`src/rtl/frm_rx_pkg.sv`:
```
package frm_rx_pkg;

  localparam int unsigned BYTE_W = 8;
  localparam logic [BYTE_W-1:0] MARK_OPEN  = 8'h3C;
  localparam logic [BYTE_W-1:0] MARK_CLOSE = 8'hA5;

  typedef enum logic [2:0] {
    ST_HUNT,
    ST_TYPE,
    ST_LEN,
    ST_ADDR,
    ST_BODY,
    ST_CHECK,
    ST_CLOSE
  } rx_state_e;

  // One byte of a CRC-8, MSB first, no reflection
  function automatic logic [BYTE_W-1:0] crc8_next(
    input logic [BYTE_W-1:0] cur,
    input logic [BYTE_W-1:0] din,
    input logic [BYTE_W-1:0] poly
  );
    logic [BYTE_W-1:0] r;
    r = cur ^ din;
    for (int k = 0; k < BYTE_W; k++) begin
      if (r[BYTE_W-1]) r = (r << 1) ^ poly;
      else             r = r << 1;
    end
    return r;
  endfunction

endpackage

```
`src/rtl/frm_rst_sync.sv`:
```
module frm_rst_sync #(
  parameter int unsigned STAGES = 2
) (
  input  logic clk,
  input  logic rst_n,
  output logic rst_n_sync
);
  logic [STAGES-1:0] sync_q;

  always_ff @(posedge clk or negedge rst_n) begin
    if (!rst_n) sync_q <= '0;
    else        sync_q <= {sync_q[STAGES-2:0], 1'b1};
  end

  assign rst_n_sync = sync_q[STAGES-1];
endmodule

```
`src/rtl/frm_crc8.sv`:
```
module frm_crc8
  import frm_rx_pkg::*;
#(
  parameter logic [BYTE_W-1:0] POLY = 8'h07,
  parameter logic [BYTE_W-1:0] SEED = 8'h00
) (
  input  logic              clk,
  input  logic              rst_n,
  input  logic              clr,
  input  logic              en,
  input  logic [BYTE_W-1:0] din,
  output logic [BYTE_W-1:0] crc
);
  logic [BYTE_W-1:0] crc_q, crc_d;
  logic              crc_we;

  always_comb begin
    crc_we = clr | en;
    crc_d  = clr ? SEED : crc8_next(crc_q, din, POLY);
  end

  always_ff @(posedge clk or negedge rst_n) begin
    if (!rst_n)      crc_q <= SEED;
    else if (crc_we) crc_q <= crc_d;
  end

  assign crc = crc_q;
endmodule

```
`src/rtl/frm_hdr_regs.sv`:
```
module frm_hdr_regs
  import frm_rx_pkg::*;
#(
  parameter int unsigned ADDR_BYTES = 3,
  localparam int unsigned ADDR_W    = ADDR_BYTES * BYTE_W,
  localparam int unsigned CNT_W     = BYTE_W + 1
) (
  input  logic              clk,
  input  logic              rst_n,
  input  logic              cap_type,
  input  logic              cap_len,
  input  logic              cap_addr,
  input  logic [BYTE_W-1:0] din,
  output logic [BYTE_W-1:0] type_o,
  output logic [ADDR_W-1:0] addr_o,
  output logic [CNT_W-1:0]  count_o
);
  logic [BYTE_W-1:0] type_q;
  logic [ADDR_W-1:0] addr_q, addr_d;
  logic [CNT_W-1:0]  count_q, count_d;

  generate
    if (ADDR_BYTES > 1) begin : g_shift
      always_comb addr_d = {addr_q[ADDR_W-BYTE_W-1:0], din};
    end else begin : g_single
      always_comb addr_d = din;
    end
  endgenerate

  always_comb count_d = {1'b0, din} + CNT_W'(1);

  always_ff @(posedge clk or negedge rst_n) begin
    if (!rst_n) begin
      type_q  <= '0;
      addr_q  <= '0;
      count_q <= '0;
    end else begin
      if (cap_type) type_q  <= din;
      if (cap_len)  count_q <= count_d;
      if (cap_addr) addr_q  <= addr_d;
    end
  end

  assign type_o  = type_q;
  assign addr_o  = addr_q;
  assign count_o = count_q;
endmodule

```
`src/rtl/frm_rx_fsm.sv`:
```
module frm_rx_fsm
  import frm_rx_pkg::*;
#(
  parameter int unsigned ADDR_BYTES = 3,
  localparam int unsigned IDX_W     = (ADDR_BYTES > 1) ? $clog2(ADDR_BYTES) : 1
) (
  input  logic              clk,
  input  logic              rst_n,
  input  logic              in_valid,
  input  logic [BYTE_W-1:0] in_data,
  output logic              in_ready,
  output logic              out_valid,
  input  logic              out_ready,
  input  logic [BYTE_W-1:0] crc_val,
  output logic              crc_clr,
  output logic              crc_en,
  output logic              cap_type,
  output logic              cap_len,
  output logic              cap_addr,
  output logic              hdr_valid,
  output logic              frame_ok,
  output logic              frame_error
);
  rx_state_e         state_q, state_d;
  logic [IDX_W-1:0]  idx_q, idx_d;
  logic [BYTE_W-1:0] rem_q, rem_d;
  logic              hdr_q, hdr_d;
  logic              ok_q, ok_d;
  logic              err_q, err_d;
  logic              take;

  always_comb begin
    in_ready  = (state_q == ST_BODY) ? out_ready : 1'b1;
    out_valid = (state_q == ST_BODY) & in_valid;
    take      = in_valid & in_ready;
  end

  always_comb begin
    state_d  = state_q;
    idx_d    = idx_q;
    rem_d    = rem_q;
    hdr_d    = 1'b0;
    ok_d     = 1'b0;
    err_d    = 1'b0;
    crc_clr  = 1'b0;
    crc_en   = 1'b0;
    cap_type = 1'b0;
    cap_len  = 1'b0;
    cap_addr = 1'b0;
    if (take) begin
      unique case (state_q)
        ST_HUNT: begin
          if (in_data == MARK_OPEN) begin
            crc_clr = 1'b1;
            state_d = ST_TYPE;
          end
        end
        ST_TYPE: begin
          cap_type = 1'b1;
          crc_en   = 1'b1;
          state_d  = ST_LEN;
        end
        ST_LEN: begin
          cap_len = 1'b1;
          crc_en  = 1'b1;
          rem_d   = in_data;
          idx_d   = '0;
          state_d = ST_ADDR;
        end
        ST_ADDR: begin
          cap_addr = 1'b1;
          crc_en   = 1'b1;
          if (idx_q == IDX_W'(ADDR_BYTES - 1)) begin
            hdr_d   = 1'b1;
            state_d = ST_BODY;
          end else begin
            idx_d = idx_q + IDX_W'(1);
          end
        end
        ST_BODY: begin
          crc_en = 1'b1;
          if (rem_q == '0) state_d = ST_CHECK;
          else             rem_d   = rem_q - BYTE_W'(1);
        end
        ST_CHECK: begin
          if (in_data != crc_val) begin
            err_d   = 1'b1;
            state_d = ST_HUNT;
          end else begin
            state_d = ST_CLOSE;
          end
        end
        ST_CLOSE: begin
          if (in_data == MARK_CLOSE) ok_d  = 1'b1;
          else                       err_d = 1'b1;
          state_d = ST_HUNT;
        end
        default: state_d = ST_HUNT;
      endcase
    end
  end

  always_ff @(posedge clk or negedge rst_n) begin
    if (!rst_n) begin
      state_q <= ST_HUNT;
      idx_q   <= '0;
      rem_q   <= '0;
      hdr_q   <= 1'b0;
      ok_q    <= 1'b0;
      err_q   <= 1'b0;
    end else begin
      state_q <= state_d;
      idx_q   <= idx_d;
      rem_q   <= rem_d;
      hdr_q   <= hdr_d;
      ok_q    <= ok_d;
      err_q   <= err_d;
    end
  end

  assign hdr_valid   = hdr_q;
  assign frame_ok    = ok_q;
  assign frame_error = err_q;
endmodule

```
`src/rtl/frm_rx_top.sv`:
```
module frm_rx_top
  import frm_rx_pkg::*;
#(
  parameter int unsigned       ADDR_BYTES = 3,
  parameter logic [BYTE_W-1:0] CRC_POLY   = 8'h07,
  parameter logic [BYTE_W-1:0] CRC_SEED   = 8'h00,
  localparam int unsigned      ADDR_W     = ADDR_BYTES * BYTE_W,
  localparam int unsigned      CNT_W      = BYTE_W + 1
) (
  input  logic              clk,
  input  logic              rst_n,
  input  logic              in_valid,
  input  logic [BYTE_W-1:0] in_data,
  output logic              in_ready,
  output logic              out_valid,
  output logic [BYTE_W-1:0] out_data,
  input  logic              out_ready,
  output logic              hdr_valid,
  output logic [BYTE_W-1:0] hdr_type,
  output logic [ADDR_W-1:0] hdr_addr,
  output logic [CNT_W-1:0]  hdr_count,
  output logic              frame_ok,
  output logic              frame_error
);
  logic              rst_n_int;
  logic [BYTE_W-1:0] crc_val;
  logic              crc_clr, crc_en;
  logic              cap_type, cap_len, cap_addr;

  frm_rst_sync #(.STAGES(2)) u_rst (
    .clk        (clk),
    .rst_n      (rst_n),
    .rst_n_sync (rst_n_int)
  );

  frm_rx_fsm #(.ADDR_BYTES(ADDR_BYTES)) u_fsm (
    .clk         (clk),
    .rst_n       (rst_n_int),
    .in_valid    (in_valid),
    .in_data     (in_data),
    .in_ready    (in_ready),
    .out_valid   (out_valid),
    .out_ready   (out_ready),
    .crc_val     (crc_val),
    .crc_clr     (crc_clr),
    .crc_en      (crc_en),
    .cap_type    (cap_type),
    .cap_len     (cap_len),
    .cap_addr    (cap_addr),
    .hdr_valid   (hdr_valid),
    .frame_ok    (frame_ok),
    .frame_error (frame_error)
  );

  frm_crc8 #(.POLY(CRC_POLY), .SEED(CRC_SEED)) u_crc (
    .clk   (clk),
    .rst_n (rst_n_int),
    .clr   (crc_clr),
    .en    (crc_en),
    .din   (in_data),
    .crc   (crc_val)
  );

  frm_hdr_regs #(.ADDR_BYTES(ADDR_BYTES)) u_hdr (
    .clk      (clk),
    .rst_n    (rst_n_int),
    .cap_type (cap_type),
    .cap_len  (cap_len),
    .cap_addr (cap_addr),
    .din      (in_data),
    .type_o   (hdr_type),
    .addr_o   (hdr_addr),
    .count_o  (hdr_count)
  );

  assign out_data = in_data;
endmodule

```
`config.mk`:
```
export PLATFORM = sky130hd
export DESIGN_NAME = frm_rx_top
export DESIGN_NICKNAME = d
export VERILOG_FILES = /design/src/rtl/frm_rx_pkg.sv /design/src/rtl/frm_rst_sync.sv /design/src/rtl/frm_crc8.sv /design/src/rtl/frm_hdr_regs.sv /design/src/rtl/frm_rx_fsm.sv /design/src/rtl/frm_rx_top.sv
export SDC_FILE = /design/constraint.sdc
export NUM_CORES = 1
export LEC_CHECK = 0
export ABC_CLOCK_PERIOD_IN_PS = 3200
export BUFFER_PORTS_ARGS = -buffer_cell sky130_fd_sc_hd__clkbuf_2
export CORE_UTILIZATION = 55
export DETAILED_ROUTE_END_ITERATION = 7
export PLACE_DENSITY = 0.79
export SYNTH_ARGS = -nofsm -noshare
export SYNTH_HDL_FRONTEND = slang
export SYNTH_SLANG_ARGS = --single-unit
```
`constraint.sdc`:
```
create_clock -name clk -period 3.2 [get_ports clk]
set_input_delay 0 -clock clk [delete_from_list [all_inputs] [get_ports clk]]
set_output_delay 0 -clock clk [all_outputs]
set_load 0.02 [all_outputs]
```
==> flow_summary.json, run 1 <==
{
  "grt-ovfl-total": 0,
  "period_needed_ns": 2.160,
  "rsz0062_at_grt": "no",
  "slew_headroom_pct": 45.87,
  "min_path_type": "in -> reg",
  "p_comb_share_pct": 44.8,
  "synth_compound_area_share_pct": 11.85,
  "dieArea_sq_mm": 0.006737,
  "vias_per_cell": 5.859,
  "routedWlPerCell_um": 16.55,
  "post_synth_num_cell_types": 59,
  "dr.pass1.iters": 5,
  "core.rowCount": 28,
  "crit_fanout": 16,
  "required_ns": 3.43,
  "r2r_slack_ns": 1.04,
  "synth_area_leader_cell": "dfrtp_1",
  "cp-start-kind": "flop",
  "holdPathEnd": "u_hdr.count_o[0]",
  "grt_pass1_vias": 2304,
  "maxCapViolCount": 0,
  "async_flop_share_pct": 100.0,
  "drc": 0,
  "intPower_mw": 2.550,
  "synth.avg_cell_area_sq_um": 11.45,
  "holdWs_ns": 0.08830,
  "cts.sinks": 67,
  "core_area_sq_mm": 0.006061,
  "fmax_ghz": 0.4631,
  "layout.nets": 382,
  "r2r-start": "u_fsm.state_q[0]",
  "antenna_cells": 0,
  "critPathMaxStageDelay_ns": 0.59,
  "layout_common_cells": "dfrtp_1 (66), clkbuf_2 (65), mux2_2 (33)",
  "synth-seq-cells": 67,
  "p_clk_share_pct": 18.2,
  "synthFlopType": "dfrtp_1",
  "fin_crit_sh_pct": 67.49,
  "synth-edff-count": 0,
  "rr_endpoint": "u_fsm.rem_q[1]",
  "drtIter0Drc": 236,
  "tightest_slew_ns": 0.8089,
  "clk_latency_ns": 0.35,
  "synth_xor_area_share_pct": 8.336,
  "crit_chain": "nand4bb_1, a311oi_2, nand2b_1, mux2_2",
  "cp.buffers_inverters": 0,
  "synthTopCellsByArea": "dfrtp_1 (48%), mux2_2 (11%), ha_1 (3.2%), xor2_1 (3.0%), o21ai_0 (2.6%)",
  "grtUsageTotal_pct": 23.50,
  "dieWidth_um": 82.08,
  "grtUsageMet2_pct": 34.55,
  "fin_util_pct": 66.49,
  "cts-buffers-inserted": 9,
  "critPathSlowestCell": "a311oi_2",
  "pre_cts_ws_ns": 1.095,
  "io_pins": 66,
  "reg2reg_depth": 4,
  "status": "complete, no violations",
  "grt.busiest_layer": "met2",
  "start_util_pct": 58.20,
  "cts_resized": 0,
  "multi_input_area_sq_mm": 0.001640,
  "netlist_area_sq_mm": 0.003527,
  "cts_root_buffer": "clkbuf_8",
  "p_seq_share_pct": 36.9,
  "syn2layout_area_growth_pct": 14.26,
  "p_total_mw": 4.262,
  "powerDensity_mw_per_mm2": 1058,
  "synthSimpleGateAreaFrac_pct": 12.49,
  "hold_violations": 0,
  "finClkSkew_ns": 0.01940,
  "maxSlewViolCount": 0,
  "peakVddDrop_v": 0.0006592,
  "antenna_found_initial": 0,
  "setup_viol": 0,
  "grt_use_met1_pct": 33.43,
  "syn_nets": 329,
  "seqCellArea_sq_mm": 0.001678,
  "fill_cells": 460,
  "yosys.area.top_type_share_pct": 47.53,
  "wl_um": 7297,
  "drtAntennaViolNets": 0,
  "synth_mux_area_share_pct": 10.54,
  "crit_path_end_kind": "flop",
  "hp-start": "in_data[0]",
  "drive_gt1_share_pct": 35.25,
  "fin_setup_tns_ns": 0,
  "mostFrequentLayoutCell": "dfrtp_1",
  "holdPathStages": 2,
  "gp_congestion": 0.8740,
  "die_h_um": 82.08,
  "port_buffers": 65,
  "max-clock-path-buffers": 2,
  "leakage_nw": 1.898,
  "post-dp-hpwl_um": 5035,
  "synthCells": 308,
  "tritoncts": "built",
  "ys.warnings.count": 0,
  "cts.htree.levels": 3,
  "clk_pin_slew_ns": 0.08,
  "grtUsageMet3_pct": 4.556,
  "synth_top_family_by_area": "simple AND/OR/NAND/NOR gates",
  "p_sw_share_pct": 40.17,
  "arrival_ns": 2.39,
  "fin_ws_ns": 1.040,
  "vias": 2584,
  "grt_pass1_wl_um": 11610,
  "cp_top_family": "compound AO/OA/AOI/OAI gates",
  "worstSetupPathType": "reg -> reg",
  "seq_area_frac_synth_pct": 47.53,
  "grt_max_degree": 38,
  "yosys.area_share.adder_pct": 3.193,
  "p_switching_mw": 1.712
}
[power groups by stage]
stage / combinational [mW] / clock, mW / sequential [mW]
3_3_place_gp: 1.86 / 0 / 1.55
4_1_cts: 1.92 / 0.783 / 1.57
5_1_grt: 2.08 / 0.817 / 1.64
3_5_place_dp: 1.91 / 0 / 1.58
6_report: 1.91 / 0.777 / 1.57
2_1_floorplan: 1.20 / 0 / 1.79
[layout make-up]
| type | count | share of cell area (%) |
|---|---|---|
| flip-flops and latches | 67 | 41.63 |
| multi-input cells | 202 | 40.70 |
| repair buffers | 68 | 8.755 |
| clock buffers | 10 | 3.167 |
| well taps | 75 | 2.328 |
| clock inverters | 6 | 2.204 |
| inverters | 13 | 1.211 |
[how the worst max path moves through the flow]
stage | start | endpoint | slack [ns] | cells past startpoint
CTS | u_fsm.state_q[0] | u_fsm.rem_q[1] | 1.07 | 4
detailed placement | u_fsm.state_q[0] | u_fsm.rem_q[1] | 1.10 | 4
floorplan | u_rst.sync_q[1] | u_crc.crc[0] | 1.20 | 0
finish | u_fsm.state_q[0] | u_fsm.rem_q[1] | 1.04 | 4
global placement | u_fsm.state_q[0] | u_fsm.rem_q[1] | 1.21 | 4
global route | u_fsm.state_q[0] | u_fsm.rem_q[1] | 0.94 | 4
[cells in the mapped netlist, types with 8 or more instances]
library cell,instances
mux2_2,33
xor2_1,12
o21ai_0,18
buf_2,10
inv_1,13
ha_1,9
xnor2_1,8
nor3_1,11
nand2_1,18
buf_4,11
dfrtp_1,67
a21oi_1,8
[worst register-to-register path: stages, from the launching register on]
cell       delay (ns)
dfrtp_1          0.56
nand4bb_1        0.33
a311oi_2         0.59
nand2b_1         0.23
mux2_2           0.34
[flip-flops by register name, summed over array words and instances (netlist names), 2 cells and up]
| signal | flops |
|---|---|
| u_hdr.count_o | 9 |
| u_hdr.type_o | 8 |
| u_fsm.rem_q | 8 |
| u_fsm.state_q | 3 |
| u_fsm.idx_q | 2 |
| u_hdr.addr_o | 24 |
| u_crc.crc | 8 |
| u_rst.sync_q | 2 |
[metrics by stage]
step / cells / area, sq um
after floorplan: 308 / 3527
after global placement: 423 / 3794
after detailed placement: 423 / 3794
after CTS: 441 / 4030
after global routing: 441 / 4030
final: 441 / 4030
[kinds of logic (layout without fill, tap and decap cells)]
| group | count (synthesis) | after routing |
|---|---|---|
| adders and majority gates | 9 | 9 |
| AOI/OAI and AO/OA | 59 | 59 |
| and+or+nand+nor | 75 | 75 |
| DFF | 67 | 67 |
| xor gates and xnor gates | 25 | 25 |
| other | 1 | 1 |
| buffers and inverters | 39 | 97 |
| muxes | 33 | 33 |
[repair_timing]
action / in CTS / in global routing
hold buffers: 2 / 0
endpoints found under the hold margin: 2 / 0
setup buffers: 0 / 0
[routing by layer]
| metal | vias to the layer above | routed length [um] |
|---|---|---|
| li1 | 1196 | - |
| met1 | 1252 | 3281 |
| met2 | 122 | 3357 |
| met3 | 14 | 521 |
| met4 | 0 | 137 |
| met5 | - | 0 |
Note: power is estimated with default switching activity, not from simulation.
==> run 2: changes to the inputs <==
--- a/config.mk
+++ b/config.mk
@@ -5,11 +5,11 @@
 export SDC_FILE = /design/constraint.sdc
 export NUM_CORES = 1
 export LEC_CHECK = 0
-export ABC_CLOCK_PERIOD_IN_PS = 3200
+export ABC_CLOCK_PERIOD_IN_PS = 1900
 export BUFFER_PORTS_ARGS = -buffer_cell sky130_fd_sc_hd__clkbuf_2
-export CORE_UTILIZATION = 55
+export CORE_UTILIZATION = 50
 export DETAILED_ROUTE_END_ITERATION = 7
-export PLACE_DENSITY = 0.79
+export PLACE_DENSITY = 0.76
 export SYNTH_ARGS = -nofsm -noshare
 export SYNTH_HDL_FRONTEND = slang
 export SYNTH_SLANG_ARGS = --single-unit
==> constraint.sdc (replaced) <==
create_clock -name clk -period 1.9 [get_ports clk]
set_input_delay 0 -clock clk [delete_from_list [all_inputs] [get_ports clk]]
set_output_delay 0 -clock clk [all_outputs]
set_load 0.02 [all_outputs]
==> run 2 against run 1 <==
Effect of this change:
- combinational power rose by 84%
- register-to-register slack lost 0.95 ns
- clock skew shrank 0.010 ns
- fmax increased by 19%
- clock power up 81%
- power up 76%
- global-route usage down 0.32 points
- sequential share of layout area shrank 2.3 points
- final area grew 5.8%
- hold slack worse by 0.050 ns
- die area is 9.8% higher
- critical endpoint unchanged
==> flow_summary.json, run 2 (synthesis gave the netlist of run 1 again) <==
{
  "status": "complete, no violations",
  "crit_chain": "nand4bb_1, a311oi_2, nand2b_1, mux2_2",
  "mostFrequentLayoutCell": "dfrtp_1",
  "max-clock-path-buffers": 2,
  "fin_ws_ns": 0.08620,
  "r2r_slack_ns": 0.09,
  "die_h_um": 85.99,
  "stdcell_area_sq_mm": 0.004264,
  "grt_pass1_wl_um": 12900,
  "wl_met3_um": 470,
  "grt_pass1_vias": 2491,
  "cts.sinks": 67,
  "layout_common_cells": "dfrtp_1 (66), clkbuf_2 (65), mux2_2 (33)",
  "antenna_cells": 0,
  "met2RoutedLength_um": 3881,
  "clk_pin_slew_ns": 0.07,
  "required_ns": 2.13,
  "cp-start-kind": "flop",
  "crit_path_end_kind": "flop",
  "dpl_cell_area_sq_mm": 0.003995,
  "drtAntennaViolNets": 0,
  "core_area_sq_mm": 0.006794,
  "maxCapViolCount": 0,
  "clk_latency_ns": 0.34,
  "port_buffers": 65,
  "cts.htree.levels": 3,
  "io_pins": 66,
  "cts-buffers-inserted": 9,
  "slew_headroom_pct": 61.16,
  "post_cts_buffers": 0,
  "crit_fanout": 5,
  "vias": 2585,
  "finClkSkew_ns": 0.009004,
  "min_path_type": "in -> reg",
  "wl_met1_um": 3385,
  "dieWidth_um": 85.99,
  "maxSlewViolCount": 0,
  "rsz0062_at_grt": "no",
  "routedWlPerCell_um": 16.29,
  "dr.pass1.iters": 4,
  "reg2reg_depth": 4,
  "largest_reg_flops": 24,
  "cts_root_buffer": "clkbuf_8",
  "tritoncts": "built",
  "vias_per_cell": 5.363,
  "core.rowCount": 30,
  "powerDensity_mw_per_mm2": 1757,
  "maxUsedRoutingLayer": "met4",
  "post-dp-hpwl_um": 5555,
  "fin_util_pct": 62.76,
  "drtIter0Drc": 173,
  "holdPathStages": 2,
  "peakVddDrop_v": 0.0009495,
  "setup_viol": 0,
  "arrival_ns": 2.04,
  "period_needed_ns": 1.814,
  "critPathMaxStageDelay_ns": 0.46,
  "drive_gt1_share_pct": 39.12,
  "dieArea_sq_mm": 0.007394,
  "wl_um": 7850,
  "layout.nets": 402,
  "hold_violations": 0,
  "leakage_nw": 2.017,
  "tightest_slew_ns": 0.5826,
  "fmax_ghz": 0.5513,
  "grtUsageTotal_pct": 23.18,
  "pre_cts_ws_ns": 0.1273,
  "grt_max_degree": 28,
  "fin_crit_sh_pct": 95.46,
  "grt-ovfl-total": 0,
  "drc": 0,
  "fin_setup_tns_ns": 0,
  "critPathSlowestCell": "a311oi_2",
  "syn2layout_area_growth_pct": 20.89,
  "start_util_pct": 51.92,
  "gp_congestion": 0.9003,
  "antenna_found_initial": 0,
  "worstSetupPathType": "reg -> reg"
}
==> run 2: power breakdown <==
part	internal (mW)	switching, mW	total [mW]
sequential	2.07	0.494	2.56
combinational	1.64	1.88	3.51
clock	0.874	0.540	1.41
==> run 2: repair_timing <==
action | CTS | global route
endpoints found under the setup margin | 0 | 2
hold buffers | 2 | 0
hold endpoints to repair | 2 | 0
resized for setup | 0 | 2
==> run 2: metrics by stage <==
step | instances | power (mW) | hold slack [ns]
2_1_floorplan | 308 | 5.035 | -0.2956
3_3_place_gp | 464 | 5.952 | -0.2138
3_5_place_dp | 464 | 6.077 | -0.2116
4_1_cts | 482 | 7.529 | 0.02812
5_1_grt | 482 | 7.960 | 0.03136
6_report | 482 | 7.492 | 0.03835
==> run 2: final timing paths <==
path                             startpoint         endpoint
setup / recovery           u_fsm.state_q[1]   u_fsm.rem_q[1]
hold / removal                   in_data[2]  u_hdr.type_o[2]
setup reg to reg           u_fsm.state_q[1]   u_fsm.rem_q[1]
hold reg to reg             u_rst.sync_q[1]  u_hdr.type_o[3]
max in group asynchronous   u_rst.sync_q[1]  u_hdr.addr_o[3]
min in group asynchronous   u_rst.sync_q[1]  u_hdr.type_o[3]
==> run 2: critical path: cells and delay by family, from the launching register on <==
kind / cells / cell delay [ns]
mux: 1 / 0.34
flops: 1 / 0.41
compound gates: 1 / 0.46
simple gates: 2 / 0.49
==> run 2: metal layers <==
layer | vias up | global-route usage (%)
met5 | - | 0
met4 | 0 | 5.909
met3 | 8 | 6.352
met2 | 75 | 37.95
met1 | 1260 | 30.56
li1 | 1242 | -
==> run 2: layout make-up <==
class	count	area (sq um)
clock buffers	10	127.6
clock inverters	6	113.9
fillers	538	2530
inverters	13	48.80
multi-input cells	202	1648
flip-flops and latches	67	1678
well taps	96	120.1
repair buffers	88	528.0
==> run 3: changes to the inputs <==
==> constraint.sdc (replaced) <==
create_clock -name clk -period 1.9 [get_ports clk]
set_input_delay 0.57 -clock clk [delete_from_list [all_inputs] [get_ports clk]]
set_output_delay 0.57 -clock clk [all_outputs]
set_load 0.02 [all_outputs]
==> run 3 against run 2 <==
Effect of this change:
- the run now ends with negative setup slack left
- combinational power rose by 8.8%
- critical path depth is the same
- clock skew decreased by 0.0014 ns
- count of clock-buffer cells in the layout down 1
==> flow_summary.json, run 3 (synthesis gave the netlist of run 1 again) <==
{
  "layout.nets": 427,
  "maxUsedRoutingLayer": "met4",
  "grt_max_degree": 49,
  "post-dp-hpwl_um": 5675,
  "leakage_nw": 2.127,
  "maxSlewViolCount": 0,
  "pre_cts_ws_ns": -0.09507,
  "drtAntennaViolNets": 0,
  "dr.pass1.iters": 4,
  "arrival_ns": 1.35,
  "period_needed_ns": 1.918,
  "cts-buffers-inserted": 9,
  "cts.sinks": 67,
  "p_total_mw": 7.463,
  "wl_met1_um": 3425,
  "cts.htree.levels": 3,
  "p_seq_share_pct": 34.4,
  "grt_pass1_wl_um": 12880,
  "grtUsageTotal_pct": 23.17,
  "fin_ws_ns": -0.01799,
  "grt-ovfl-total": 0,
  "crit_fanout": 3,
  "largest_reg_flops": 24,
  "dieWidth_um": 85.99,
  "die_h_um": 85.99,
  "fin_crit_sh_pct": 100.9,
  "dieArea_sq_mm": 0.007394,
  "start_util_pct": 51.92,
  "drive_gt1_share_pct": 44.04,
  "cts_root_buffer": "clkbuf_8",
  "intPower_mw": 4.422,
  "clk_latency_ns": 0.36,
  "peakVddDrop_v": 0.0009089,
  "hold_violations": 0,
  "core_area_sq_mm": 0.006794,
  "worstSetupPathType": "reg -> out",
  "clk_pin_slew_ns": 0.08,
  "powerDensity_mw_per_mm2": 1680,
  "status": "finished, violations left",
  "mostFrequentLayoutCell": "dfrtp_1",
  "dpl_cell_area_sq_mm": 0.004159,
  "maxCapViolCount": 0,
  "port_buffers": 65,
  "fin_cells": 507,
  "wl_met3_um": 340,
  "rsz0062_at_grt": "yes",
  "layout_common_cells": "dfrtp_1 (66), clkbuf_2 (63), buf_4 (44)",
  "finClkSkew_ns": 0.007573,
  "drtIter0Drc": 175,
  "setup_viol": 1,
  "gp_congestion": 0.8056,
  "holdWs_ns": 0.2149,
  "routedWlPerCell_um": 15.53,
  "p_sw_share_pct": 40.74,
  "met2RoutedLength_um": 3912,
  "place_inst": 485,
  "drc": 0,
  "p_switching_mw": 3.040,
  "wl_um": 7873,
  "syn2layout_area_growth_pct": 25.93,
  "required_ns": 1.33,
  "stdcell_area_sq_mm": 0.004442,
  "p_comb_share_pct": 51.1,
  "cp-start-kind": "flop",
  "violations": "negative setup slack",
  "max-clock-path-buffers": 2,
  "antenna_cells": 0,
  "io_pins": 66,
  "fin_util_pct": 65.38,
  "fin_setup_tns_ns": -0.01799,
  "antenna_found_initial": 0,
  "crit_path_end_kind": "primary output",
  "grt_pass1_vias": 2670,
  "core.rowCount": 30,
  "min_path_type": "reg -> async",
  "vias_per_cell": 5.314,
  "p_clk_share_pct": 14.5,
  "vias": 2694,
  "tritoncts": "built",
  "fmax_ghz": 0.5214
}
run 3: cell types whose count changed in the layout (fill, tap and decap cells not counted), sizes merged:
cell	change
clkinvlp	-1
inv	+2
buf	+26
clkbuf	-1
clkinv	+3
dlygate4sd3	-1
bufinv	-3
run 3: area by class of cell:
class,count,area [sq um]
Fill cell,547,2352
Multi-Input combinational cell,202,1693
Sequential cell,67,1678
Timing Repair Buffer,113,725.7
Clock buffer,9,123.9
Tap cell,96,120.1
Clock inverter,7,52.55
Inverter,13,48.80
run 3: worst paths after layout:
check | start | endpoint | slack, ns | depth (start not counted)
worst max-delay path | u_fsm.state_q[1] | in_ready | -0.02 | 4
worst min-delay path | u_rst.sync_q[1] | u_hdr.type_o[7] | 0.21 | 0
worst max register to register | u_fsm.state_q[0] | u_fsm.rem_q[1] | 0.07 | 7
worst min register to register | u_rst.sync_q[1] | u_hdr.type_o[7] | 0.21 | 0
max in group asynchronous | u_rst.sync_q[1] | u_fsm.rem_q[1] | 1.09 | 1
min in group clk | u_rst.sync_q[0] | u_rst.sync_q[1] | 0.35 | 0
run 3: per-layer routing:
layer | global-route usage (%) | vias to the layer above
met5 | 0 | -
met4 | 10.91 | 0
met3 | 5.294 | 15
met2 | 37.88 | 72
li1 | - | 1289
met1 | 29.22 | 1318
run 3: worst max-delay path: stages, from the launching register on:
cell and delay (ns):
dfrtp_1 0.40, buf_6 0.13, nor3b_4 0.19, nand2_1 0.11, clkbuf_8 0.16
run 3: what timing repair did:
action	CTS	global route
hold buffers	1	0
endpoints found under the hold margin	2	0
resized for setup	8	5
endpoints found under the setup margin	2	6
pin swaps	3	3
setup buffers	4	2
run 3: power by group through the flow:
stage               combinational, mW  sequential [mW]  clock, mW
floorplan                        2.03             3.02          0
global placement                 3.59             2.54          0
detailed placement               3.68             2.58          0
CTS                              3.79             2.56       1.11
global route                     4.15             2.65       1.16
finish                           3.82             2.57       1.08
